$ cat config.mk
export PLATFORM = sky130hd
export DESIGN_NAME = ifc_gated_counter
export DESIGN_NICKNAME = d
export VERILOG_FILES = /design/src/rtl/ifc_pkg.sv /design/src/rtl/ifc_sync_edge.sv /design/src/rtl/ifc_gate_timer.sv /design/src/rtl/ifc_edge_counter.sv /design/src/rtl/ifc_shift_out.sv /design/src/rtl/ifc_gated_counter.sv
export SDC_FILE = /design/constraint.sdc
export NUM_CORES = 1
export LEC_CHECK = 0
export ABC_AREA = 1
export BUFFER_PORTS_ARGS = -buffer_cell sky130_fd_sc_hd__buf_2
export CELL_PAD_IN_SITES_DETAIL_PLACEMENT = 2
export CELL_PAD_IN_SITES_GLOBAL_PLACEMENT = 2
export CORE_ASPECT_RATIO = 1.2
export CORE_MARGIN = 1.5
export CORE_UTILIZATION = 40
export CTS_CLUSTER_SIZE = 8
export DETAILED_ROUTE_END_ITERATION = 7
export PLACE_DENSITY_LB_ADDON = 0.1
export SLEW_MARGIN = 20
export SYNTH_ARGS = -nofsm -noshare
export SYNTH_HDL_FRONTEND = slang
export SYNTH_SLANG_ARGS = --single-unit
$ cat constraint.sdc
create_clock -name clk -period 3.65 [get_ports clk]
set_clock_uncertainty 0.05 [all_clocks]
set_input_delay 0.1825 -clock clk [delete_from_list [all_inputs] [get_ports clk]]
set_output_delay 0.1825 -clock clk [all_outputs]
set_load 0.02 [all_outputs]
$ cat src/rtl/ifc_pkg.sv
package ifc_pkg;
  typedef enum logic [1:0] {
    GATE_4MS  = 2'b00,
    GATE_8MS  = 2'b01,
    GATE_32MS = 2'b10,
    GATE_64MS = 2'b11
  } gate_sel_e;

  localparam int unsigned GATE_MS_MAX = 64;

  function automatic int unsigned gate_ms(input logic [1:0] code);
    case (gate_sel_e'(code))
      GATE_4MS:  return 4;
      GATE_8MS:  return 8;
      GATE_32MS: return 32;
      default:   return 64;
    endcase
  endfunction
endpackage

$ cat src/rtl/ifc_sync_edge.sv
module ifc_sync_edge #(
  parameter int STAGES = 2
) (
  input  logic clk,
  input  logic rst_n,
  input  logic async_in,
  output logic level,
  output logic rise
);
  logic [STAGES-1:0] sync_q, sync_d;
  logic              prev_q;

  always_comb begin
    sync_d = {sync_q[STAGES-2:0], async_in};
  end

  always_ff @(posedge clk or negedge rst_n) begin
    if (!rst_n) begin
      sync_q <= '0;
      prev_q <= 1'b0;
    end else begin
      sync_q <= sync_d;
      prev_q <= sync_q[STAGES-1];
    end
  end

  assign level = sync_q[STAGES-1];
  assign rise  = sync_q[STAGES-1] & ~prev_q;
endmodule

$ cat src/rtl/ifc_gate_timer.sv
module ifc_gate_timer
  import ifc_pkg::*;
#(
  parameter int TICKS_PER_MS = 50000,
  parameter int TMR_W        = $clog2(GATE_MS_MAX * TICKS_PER_MS + 1)
) (
  input  logic             clk,
  input  logic             rst_n,
  input  logic             load,
  input  logic             run,
  input  logic [1:0]       code,
  output logic             expire,
  output logic [TMR_W-1:0] tmr_val
);
  logic [TMR_W-1:0] tmr_q, tmr_d, load_val;

  always_comb begin
    load_val = TMR_W'(gate_ms(code) * TICKS_PER_MS - 1);
    tmr_d    = tmr_q;
    if (load)
      tmr_d = load_val;
    else if (run && (tmr_q != '0))
      tmr_d = tmr_q - 1'b1;
  end

  always_ff @(posedge clk or negedge rst_n) begin
    if (!rst_n) tmr_q <= '0;
    else        tmr_q <= tmr_d;
  end

  assign expire  = (tmr_q == '0);
  assign tmr_val = tmr_q;
endmodule

$ cat src/rtl/ifc_edge_counter.sv
module ifc_edge_counter #(
  parameter int CNT_W = 20
) (
  input  logic             clk,
  input  logic             rst_n,
  input  logic             clr,
  input  logic             inc,
  output logic [CNT_W-1:0] cnt,
  output logic [CNT_W-1:0] cnt_nxt
);
  localparam logic [CNT_W-1:0] CNT_MAX = '1;
  logic [CNT_W-1:0] cnt_q;

  always_comb begin
    cnt_nxt = cnt_q;
    if (clr)
      cnt_nxt = '0;
    else if (inc && (cnt_q != CNT_MAX))
      cnt_nxt = cnt_q + 1'b1;
  end

  always_ff @(posedge clk or negedge rst_n) begin
    if (!rst_n) cnt_q <= '0;
    else        cnt_q <= cnt_nxt;
  end

  assign cnt = cnt_q;
endmodule

$ cat src/rtl/ifc_shift_out.sv
module ifc_shift_out #(
  parameter int CNT_W = 20
) (
  input  logic             clk,
  input  logic             rst_n,
  input  logic             load,
  input  logic [CNT_W-1:0] load_val,
  input  logic             shift,
  output logic             msb
);
  logic [CNT_W-1:0] sh_q, sh_d;

  always_comb begin
    sh_d = sh_q;
    if (load)
      sh_d = load_val;
    else if (shift)
      sh_d = {sh_q[CNT_W-2:0], 1'b0};
  end

  always_ff @(posedge clk or negedge rst_n) begin
    if (!rst_n) sh_q <= '0;
    else        sh_q <= sh_d;
  end

  assign msb = sh_q[CNT_W-1];
endmodule

$ cat src/rtl/ifc_gated_counter.sv
module ifc_gated_counter
  import ifc_pkg::*;
#(
  parameter int CNT_W        = 20,
  parameter int TICKS_PER_MS = 50000,
  parameter int SYNC_STAGES  = 2
) (
  input  logic       clk,
  input  logic       rst_n,
  input  logic       if_in1,
  input  logic       if_in2,
  input  logic       sel_in2,
  input  logic       in2_cnt_mode,
  input  logic [1:0] gate_sel,
  input  logic       start,
  input  logic       shift_en,
  output logic       done,
  output logic       sdo
);
  localparam int N_IN  = 2;
  localparam int TMR_W = $clog2(GATE_MS_MAX * TICKS_PER_MS + 1);

  logic [N_IN-1:0]  raw_in, lvl, rise;
  logic             busy_q, busy_d, done_q, done_d, src_q, src_d;
  logic             launch, gate_end, expire, cnt_inc, sh_msb;
  logic [CNT_W-1:0] cnt_q, cnt_nxt;
  logic [TMR_W-1:0] tmr_val;

  assign raw_in = {if_in2, if_in1};

  for (genvar i = 0; i < N_IN; i++) begin : g_sync
    ifc_sync_edge #(.STAGES(SYNC_STAGES)) u_sync (
      .clk      (clk),
      .rst_n    (rst_n),
      .async_in (raw_in[i]),
      .level    (lvl[i]),
      .rise     (rise[i])
    );
  end

  assign launch   = start & in2_cnt_mode;
  assign gate_end = busy_q & expire & ~launch;
  assign cnt_inc  = busy_q & (src_q ? rise[1] : rise[0]);

  always_comb begin
    busy_d = busy_q;
    done_d = done_q;
    src_d  = src_q;
    if (launch) begin
      busy_d = 1'b1;
      done_d = 1'b0;
      src_d  = sel_in2;
    end else if (gate_end) begin
      busy_d = 1'b0;
      done_d = 1'b1;
    end
  end

  always_ff @(posedge clk or negedge rst_n) begin
    if (!rst_n) begin
      busy_q <= 1'b0;
      done_q <= 1'b0;
      src_q  <= 1'b0;
    end else begin
      busy_q <= busy_d;
      done_q <= done_d;
      src_q  <= src_d;
    end
  end

  ifc_gate_timer #(.TICKS_PER_MS(TICKS_PER_MS), .TMR_W(TMR_W)) u_timer (
    .clk     (clk),
    .rst_n   (rst_n),
    .load    (launch),
    .run     (busy_q),
    .code    (gate_sel),
    .expire  (expire),
    .tmr_val (tmr_val)
  );

  ifc_edge_counter #(.CNT_W(CNT_W)) u_cnt (
    .clk     (clk),
    .rst_n   (rst_n),
    .clr     (launch),
    .inc     (cnt_inc),
    .cnt     (cnt_q),
    .cnt_nxt (cnt_nxt)
  );

  ifc_shift_out #(.CNT_W(CNT_W)) u_shift (
    .clk      (clk),
    .rst_n    (rst_n),
    .load     (gate_end),
    .load_val (cnt_nxt),
    .shift    (shift_en & ~busy_q),
    .msb      (sh_msb)
  );

  assign done = done_q;
  assign sdo  = in2_cnt_mode ? sh_msb : lvl[1];
endmodule

# Word-level counts from Yosys, hierarchy flattened
# Cells that the tools add are included.
# word_totals
latchBits	0
ramBits	0
wordCells	49
memories	0
inputBits	10
ff_bits	71
output_inout_bits	2
mem_bits_ro	0
# op_classes
n_addsub	3
n_eq_ne	3
n_reduce_logical	8
div	0
n_mul	1
shift	0
n_bitwise	11
magnitude_cmp	0
n_mux	13
# op_table
op	count
20-bit 2-to-1 mux	4
22-bit 2-to-1 mux	2
22-bit by 1-bit subtractor with 22-bit output (second input constant)	2
22-bit logical NOT	1
22-bit nonzero test	1
7-bit case mux with 3 select lines	1
20-bit by 1-bit adder with 20-bit output (second input constant)	1
20-bit != test (second input constant)	1
7-bit by 12-bit multiplier with 18-bit output (second input constant)	1
1-bit bitwise AND	7
1-bit 2-to-1 mux	6
2-bit nonzero test	3
1-bit inverter	4
2-bit by 1-bit equality test with 1-bit output (second input constant)	1
2-bit equality test (second input constant)	1
1-bit logical AND	2
2-bit logical NOT	1

# Depth between registers and ports, before layout
# Gate-level depths: netlist (run 1).
# logic_depth
depth_word	8
mapped_depth	16
depth_no_buf	16

# Modules after synthesis
# Synthesis (run 1) repeated with hierarchy kept, for this count alone.
# unflattened
hier_cells	634
hier_area_um2	4524.3
# by_module_without_submodules
mod	n_inst	area_each_um2	cells_each	seq_area_each_um2
ifc_gate_timer	1	1954.4	301	550.5
ifc_edge_counter	1	1295.0	189	500.5
ifc_shift_out	1	935.9	108	500.5
ifc_sync_edge	2	85.1	5	75.1
ifc_gated_counter	1	168.9	26	75.1

# Worst setup path before layout (run 1)
# Ideal clock, no wire load.
# synth_timing
path_kind	input -> register
startpoint	input gate_sel[1]
endpoint	register u_timer.tmr_q[20] (netlist: u_timer.tmr_val[20])
setup_ns	0.077
t_required_ns	3.523
path_stages	16
arrival_ns	2.320
path_slack_ns	1.203
path_buffers	0
path_cell_list	inv_1 ha_1 ha_1 nand2_1 xor2_1 ha_1 ha_1 o21ai_0 inv_1 nand2_1 nand2_1 nand2_1 nand2_1 xnor2_1 nand2_1 a21oi_1
# synth_between
elab_chain_cells	5
word_cells_on_any_way	7
cone_classes	1 x add/sub; 1 x mul; 2 x eq/ne; 2 x mux; 1 x reduce/logical
# synth_lines
element	line	source
start: declaration	ifc_gated_counter.sv:14	input logic [1:0] gate_sel,
2-bit equality test (tied with other cells)	ifc_pkg.sv:12	case (gate_sel_e'(code))
7-bit case mux with 3 select lines (*)	ifc_pkg.sv:12	
7-bit by 12-bit multiplier with 18-bit output (*)	ifc_gate_timer.sv:18	load_val = TMR_W'(gate_ms(code) * TICKS_PER_MS - 1);
22-bit by 1-bit subtractor with 22-bit output (*)	ifc_gate_timer.sv:18	
22-bit 2-to-1 mux (*)	ifc_gate_timer.sv:20	if (load)
end signal: assignment	ifc_gate_timer.sv:28	else tmr_q <= tmr_d;
end: declaration	ifc_gate_timer.sv:15	logic [TMR_W-1:0] tmr_q, tmr_d, load_val;
# Every way passes the cells marked *; elsewhere a longest branch is shown, timed or not.
# A chain may end at the register's enable or synchronous reset.

# Worst setup path after layout (run 1)
# Ends and elaborated chain as after synthesis.

==> flow_metrics.tcl, run 1 <==
set metrics [dict create \
    worstPathArrival_ns 2.78 \
    wl_um 14000 \
    critical_path.max_stage_delay_ns 0.36 \
    drt_first_iter_violations 107 \
    syn_nets 622 \
    min_period_ns 2.58 \
    fin_nets 633 \
    vias 3994 \
    ant_nets 0 \
    setup_viol 0 \
    synth_area_um2 4530 \
    drive_gt1_share_pct 12.6 \
    cp_data_required_time_ns 3.85 \
    dieArea_um2 12000 \
    avgSynthCellArea_um2 7.61 \
    netlist_instances 595 \
    yosys.area.top_type_share_pct 39.3 \
    place_congestion 0.804 \
    worstPathCellList "buf_2 -> inv_1 -> ha_1 -> ha_1 -> nand2_1 -> xor2_1 -> ha_1 -> ha_1 -> o21ai_0 -> inv_1 -> nand2_1 -> nand2_1 -> nand2_1 -> nand2_1 -> xnor2_1 -> nand2_1 -> a21oi_1" \
    synth_common_cells "nand2_1, dfrtp_1, nor2_1" \
    routedWlPerCell_um 18.9 \
    rows 42 \
    cts.repair.resized 0 \
    cap_violations 0 \
    synth_area_leaders "dfrtp_1, nand2_1, nor2_1" \
    htree_levels 3 \
    hold_violations 70 \
    yosys_warnings 0 \
    clock_latency_ns 0.34 \
    synth_edf_count 0 \
    groute.usage.overall_pct 25.5 \
    cp-start-kind "input port" \
    first_global_vias 4608 \
    slew_viol_final 0 \
    yosysMostFrequentCell "nand2_1" \
    cts_tree "yes" \
    worst_pin_slew_ns 0.972 \
    worst-path-max-fanout 7 \
    finalCritPeriodShare_pct 70.8 \
    cp_common_cell "nand2_1" \
    cts.path.max_buffers 2 \
    p_leak_nw 2.23 \
    io_pins 12 \
    fin_setup_tns_ns 0 \
    synth.distinct_cells 42 \
    timing.slew.headroom_pct 35.2 \
    grt.overflow.total 0 \
    powerDensity_nw_per_um2 447 \
    worstSetupPathType "input port to flop" \
    yosysSeqAreaShare_pct 39.3 \
    die_x_um 100 \
    end_kind "flop" \
    cpMaxStageDelayCell "ha_1" \
    area_growth_syn_to_layout_pct 9.21 \
    coreArea_um2 11000 \
    synth_top_cell_by_area "dfrtp_1" \
    status "finished, violations left" \
    fmax_mhz 387 \
    p_total_mw 2.21 \
    io_buffers 11 \
    async_flop_share_pct 100 \
    violations "negative hold slack" \
    max-vdd-ir-drop_uv 211 \
    hold_class "input port to asynchronous set/reset pin" \
    via_per_inst 5.39 \
    die_h_um 120 \
    synth-seq-cells 71 \
    path_clk_slew_ns 0.06 \
    antenna_found_initial 0 \
    grt_pass1_wl_um 23500 \
    antennaDiodeCount 0 \
    synthFlopType "dfrtp_1" \
    clock_sinks 71 \
    drc 0 \
    fillers 1307 \
    rsz0062_at_grt "false" \
    drt-pass1-iter-count 4 \
    cts-buffers-inserted 9 \
    whs_ns -0.0536 \
    dp.final_hpwl_um 10300 \
    grt_max_degree 72 \
    start_util_pct 41.0 \
    root_buffer "clkbuf_16" \
]
[logic make-up (layout without fill, tap and decap cells)]
family	Yosys count	count (layout)	synth area share, %
DFF	71	71	39.3
adders and majority gates	17	17	4.70
buffers and inverters	79	93	7.58
other	1	1	0.0829
and+or+nand+nor	320	320	32.8
muxes	1	1	0.249
xor gates and xnor gates	26	26	5.03
AOI/OAI and AO/OA	80	80	10.3
[final cells by class]
type	count	area, um^2	share of cell area, %
clock buffers	13	260	5.27
repair buffers	14	85.1	1.72
clock inverters	1	5.00	0.101
multi-input cells	445	2410	48.7
well taps	132	165	3.34
inverters	65	244	4.94
flip-flops and latches	71	1780	35.9
[flip-flops by register name, indices dropped and copies added, names as in the netlist]
register,count
u_timer.tmr_val,22
u_cnt.cnt,20
u_shift.sh_q,20
g_sync.u_sync.sync_q,4
g_sync.u_sync.prev_q,2
busy_q,1
done,1
src_q,1
[worst max-delay path, delay by kind of cell]
family          cells  cell delay [ns]
buf+inv             3             0.29
xor+xnor            2             0.31
simple gates        6             0.40
compound gates      2             0.45
fa+ha+maj           4             1.16
[what timing repair did]
| item | CTS | global route |
|---|---|---|
| endpoints found under the setup margin | 0 | 0 |
| hold buffers | 2 | 0 |
| buffers inserted | 0 | 0 |
| endpoints found under the hold margin | 2 | 0 |
[per-layer routing]
metal	global-route usage [%]	wire length, um
met4	8.89	330
met1	28.5	5580
met2	48.8	7900
met5	0	0
met3	3.03	192
[layout by cell type (no fill, tap or decap), types with 3 or more instances in the layout]
| cell type | synthesis | routed |
|---|---|---|
| a21oi_1 | 24 | 24 |
| a21oi_2 | 8 | 8 |
| and3_1 | 4 | 4 |
| buf_2 | 3 | 10 |
| clkbuf_16 | 0 | 9 |
| dfrtp_1 | 71 | 71 |
| ha_1 | 17 | 17 |
| inv_1 | 57 | 57 |
| inv_2 | 8 | 8 |
| nand2_1 | 152 | 152 |
| nand2_2 | 3 | 3 |
| nand2_4 | 3 | 3 |
| nand3_1 | 41 | 41 |
| nand3_2 | 3 | 3 |
| nand3b_1 | 3 | 3 |
| nand4_1 | 13 | 13 |
| nor2_1 | 67 | 67 |
| nor2_2 | 15 | 15 |
| nor2_4 | 4 | 4 |
| nor3_1 | 4 | 4 |
| o211ai_1 | 6 | 6 |
| o21ai_0 | 32 | 32 |
| o21ai_1 | 3 | 3 |
| xnor2_1 | 12 | 12 |
| xor2_1 | 14 | 14 |
[stage by stage]
| stage | setup WS (ns) | std cells | util [%] | instance area [um^2] | hold slack, ns |
|---|---|---|---|---|---|
| 2_1_floorplan | 1.20 | 595 | - | 4530 | -0.163 |
| 4_1_cts | 1.05 | 741 | 44.8 | 4940 | 0.00163 |
| 6_report | 1.07 | 741 | 44.8 | 4940 | -0.0536 |
| 3_5_place_dp | 0.747 | 725 | 42.2 | 4660 | 0.244 |
| 3_3_place_gp | 0.894 | 725 | 42.2 | 4660 | 0.242 |
| 5_1_grt | 0.783 | 741 | 44.8 | 4940 | 0.0279 |
[power by group]
group	switching, mW	internal, mW	leakage [nW]
clock	0.333	0.489	0.132
sequential	0.0961	0.897	0.854
combinational	0.253	0.141	1.24
total	0.681	1.53	2.23
[worst paths after layout]
check,depth (start not counted),from,slack (ns),endpoint
max in group asynchronous,1,rst_n,2.96,u_timer.tmr_val[16]
max,17,gate_sel[1],1.07,u_timer.tmr_val[20]
max reg2reg,11,u_timer.tmr_val[0],1.14,u_timer.tmr_val[6]
min,1,rst_n,-0.05,u_cnt.cnt[7]
min in group clk,3,sel_in2,0.02,src_q
min reg2reg,0,g_sync[1].u_sync.sync_q[0],0.30,g_sync[1].u_sync.sync_q[1]
(Power assumes the default switching activity.)
==> run 2, diff against run 1 <==
--- a/config.mk
+++ b/config.mk
@@ -5,7 +5,7 @@
 export SDC_FILE = /design/constraint.sdc
 export NUM_CORES = 1
 export LEC_CHECK = 0
-export ABC_AREA = 1
+export ABC_AREA = 0
 export BUFFER_PORTS_ARGS = -buffer_cell sky130_fd_sc_hd__buf_2
 export CELL_PAD_IN_SITES_DETAIL_PLACEMENT = 2
 export CELL_PAD_IN_SITES_GLOBAL_PLACEMENT = 2
==> constraint.sdc (replaced) <==
create_clock -name clk -period 2.5 [get_ports clk]
set_clock_uncertainty 0.05 [all_clocks]
set_input_delay 0.125 -clock clk [delete_from_list [all_inputs] [get_ports clk]]
set_output_delay 0.125 -clock clk [all_outputs]
set_load 0.02 [all_outputs]
==> flow_metrics.tcl, run 2 <==
set metrics [dict create \
    status "complete, no violations" \
    drt-pass1-iter-count 4 \
    hold_class "input port to asynchronous set/reset pin" \
    die_h_um 110 \
    io_pins 12 \
    cp_common_cell "or4_4" \
    placed_cells 538 \
    ant_nets 0 \
    root_buffer "clkbuf_8" \
    clock_latency_ns 0.36 \
    fin_ws_ns 0.0802 \
    yosys.area.top_type_share_pct 46.5 \
    async_flop_share_pct 100 \
    p_total_mw 2.71 \
    worstSetupPathType "flop to flop" \
    fmax_mhz 413 \
    max-vdd-ir-drop_uv 221 \
    finalCritPeriodShare_pct 96.8 \
    cts.path.max_buffers 2 \
    antennaDiodeCount 0 \
    grt_pass1_wl_um 18000 \
    worstPathCellList "or4_4 -> or4_4 -> o211ai_2 -> buf_4 -> nor2_1 -> xnor2_1 -> o21ai_0" \
    first_global_vias 3475 \
    setup_viol 0 \
    vias 3113 \
    end_kind "flop" \
    synthSimpleGateAreaFrac_pct 21.9 \
    grt_max_degree 35 \
    avgSynthCellArea_um2 9.81 \
    antenna_found_initial 0 \
    routedWlPerCell_um 19.2 \
    dieArea_um2 10100 \
    syn_nets 416 \
    largest_reg_flops 22 \
    netlist_instances 389 \
    die_x_um 92.2 \
    whs_ns 0.0510 \
    grt.overflow.total 0 \
    synth_edf_count 0 \
    mostFrequentLayoutCell "dfrtp_1" \
    cap_violations 0 \
    fillers 982 \
    rsz0062_at_grt "true" \
    yosys_warnings 0 \
    synth_top_family_by_area "simple AND/OR/NAND/NOR gates" \
    drt_first_iter_violations 85 \
    coreArea_um2 9180 \
    layout_common_cells "dfrtp_1, nor2_1, buf_4" \
    slew_viol_final 0 \
    groute.usage.overall_pct 23.5 \
    critical_path.max_stage_delay_ns 0.57 \
    synth-compound-area-share_pct 10.8 \
    cp_data_required_time_ns 2.68 \
    worst_pin_slew_ns 0.757 \
    synthMuxAreaShare_pct 3.64 \
    worst-path-max-fanout 6 \
    yosysSeqAreaShare_pct 46.5 \
    hold_violations 0 \
    cp_num_buf_inv 1 \
    fin_nets 461 \
    p_leak_nw 1.92 \
    synth-seq-cells 71 \
    clock_sinks 71 \
    cp-start-kind "flop" \
    worstPathArrival_ns 2.60 \
    path_clk_slew_ns 0.08 \
    drive_gt1_share_pct 19.6 \
    wl_um 10700 \
    instances_no_fill 559 \
    powerDensity_nw_per_um2 603 \
    rows 38 \
    synth_common_cells "dfrtp_1, nor2_1, a21oi_1" \
    cts-buffers-inserted 9 \
    htree_levels 3 \
    start_util_pct 41.6 \
    synth.distinct_cells 50 \
    area_growth_syn_to_layout_pct 17.7 \
    detailedPlace.worstSlack_ns -0.190 \
    synth_area_leaders "dfrtp_1, ha_1, nor2_1" \
    synth_top_cell_by_area "dfrtp_1" \
    yosysMostFrequentCell "dfrtp_1" \
    dp.final_hpwl_um 7830 \
    via_per_inst 5.57 \
    cpMaxStageDelayCell "or4_4" \
    design_area_um2 4490 \
    place_congestion 0.869 \
    synth_area_um2 3820 \
    postPlaceCellArea_um2 4210 \
    cp_top_family "simple AND/OR/NAND/NOR gates" \
    synthAdderAreaFrac_pct 5.57 \
    drc 0 \
    timing.slew.headroom_pct 49.4 \
    min_period_ns 2.42 \
    synthFlopType "dfrtp_1" \
    cts_tree "yes" \
    synth-xor-area-share_pct 8.72 \
    io_buffers 11 \
]
[run 2: cell type report]
class                   count  area [um^2]  share of cell area [%]
clock inverters             5         56.3                    1.25
repair buffers             48          355                    7.91
multi-input cells         294         1970                    43.8
inverters                  10         37.5                   0.835
clock buffers              11          151                    3.37
flip-flops and latches     71         1780                    39.5
well taps                 120          150                    3.34
[run 2: repair_timing]
item	CTS	global route
endpoints found under the hold margin	74	0
gates resized for setup	2	5
pin swaps	0	1
endpoints found under the setup margin	6	24
hold buffers	4	0
buffers inserted	0	1
[run 2: logic make-up (layout without fill, tap and decap cells)]
kind of cell	count (synthesis)	after routing
simple gates	157	157
flops	71	71
compound gates	68	68
xor+xnor	38	38
buf+inv	24	74
fa+ha+maj	17	17
mux	13	13
other cells	1	1
[run 2: per-stage QoR]
stage          setup TNS, ns  util, %
2_1_floorplan              0        -
3_3_place_gp         -0.0655     45.9
3_5_place_dp          -0.313     45.9
4_1_cts                    0     48.7
5_1_grt              -0.0680     49.0
6_report                   0     49.0
[run 2: report_power, final]
group          internal [mW]  switching [mW]  leakage (nW)
Combinational          0.168           0.205         0.943
Sequential              1.25           0.108         0.867
Clock                  0.514           0.467         0.105
Total                   1.93           0.780          1.92
[run 2: path summary, 6_finish.rpt]
path,cells past startpoint,endpoint,start,slack [ns]
worst max-delay path,7,u_timer.tmr_val[14],u_timer.tmr_val[17],0.08
worst min-delay path,2,u_timer.tmr_val[13],rst_n,0.05
worst min register to register,0,g_sync[1].u_sync.sync_q[1],g_sync[1].u_sync.sync_q[0],0.31
worst max register to register,7,u_timer.tmr_val[14],u_timer.tmr_val[17],0.08
min in group clk,3,u_timer.tmr_val[6],in2_cnt_mode,0.25
max in group asynchronous,3,g_sync[0].u_sync.sync_q[0],rst_n,1.69
[run 2: per-layer routing]
metal | vias up | wire (um) | global-route usage [%]
met4 | 0 | 221 | 8.68
met3 | 16 | 145 | 3.91
li1 | 1472 | - | -
met2 | 24 | 5970 | 44.9
met5 | - | 0 | 0
met1 | 1601 | 4390 | 26.2
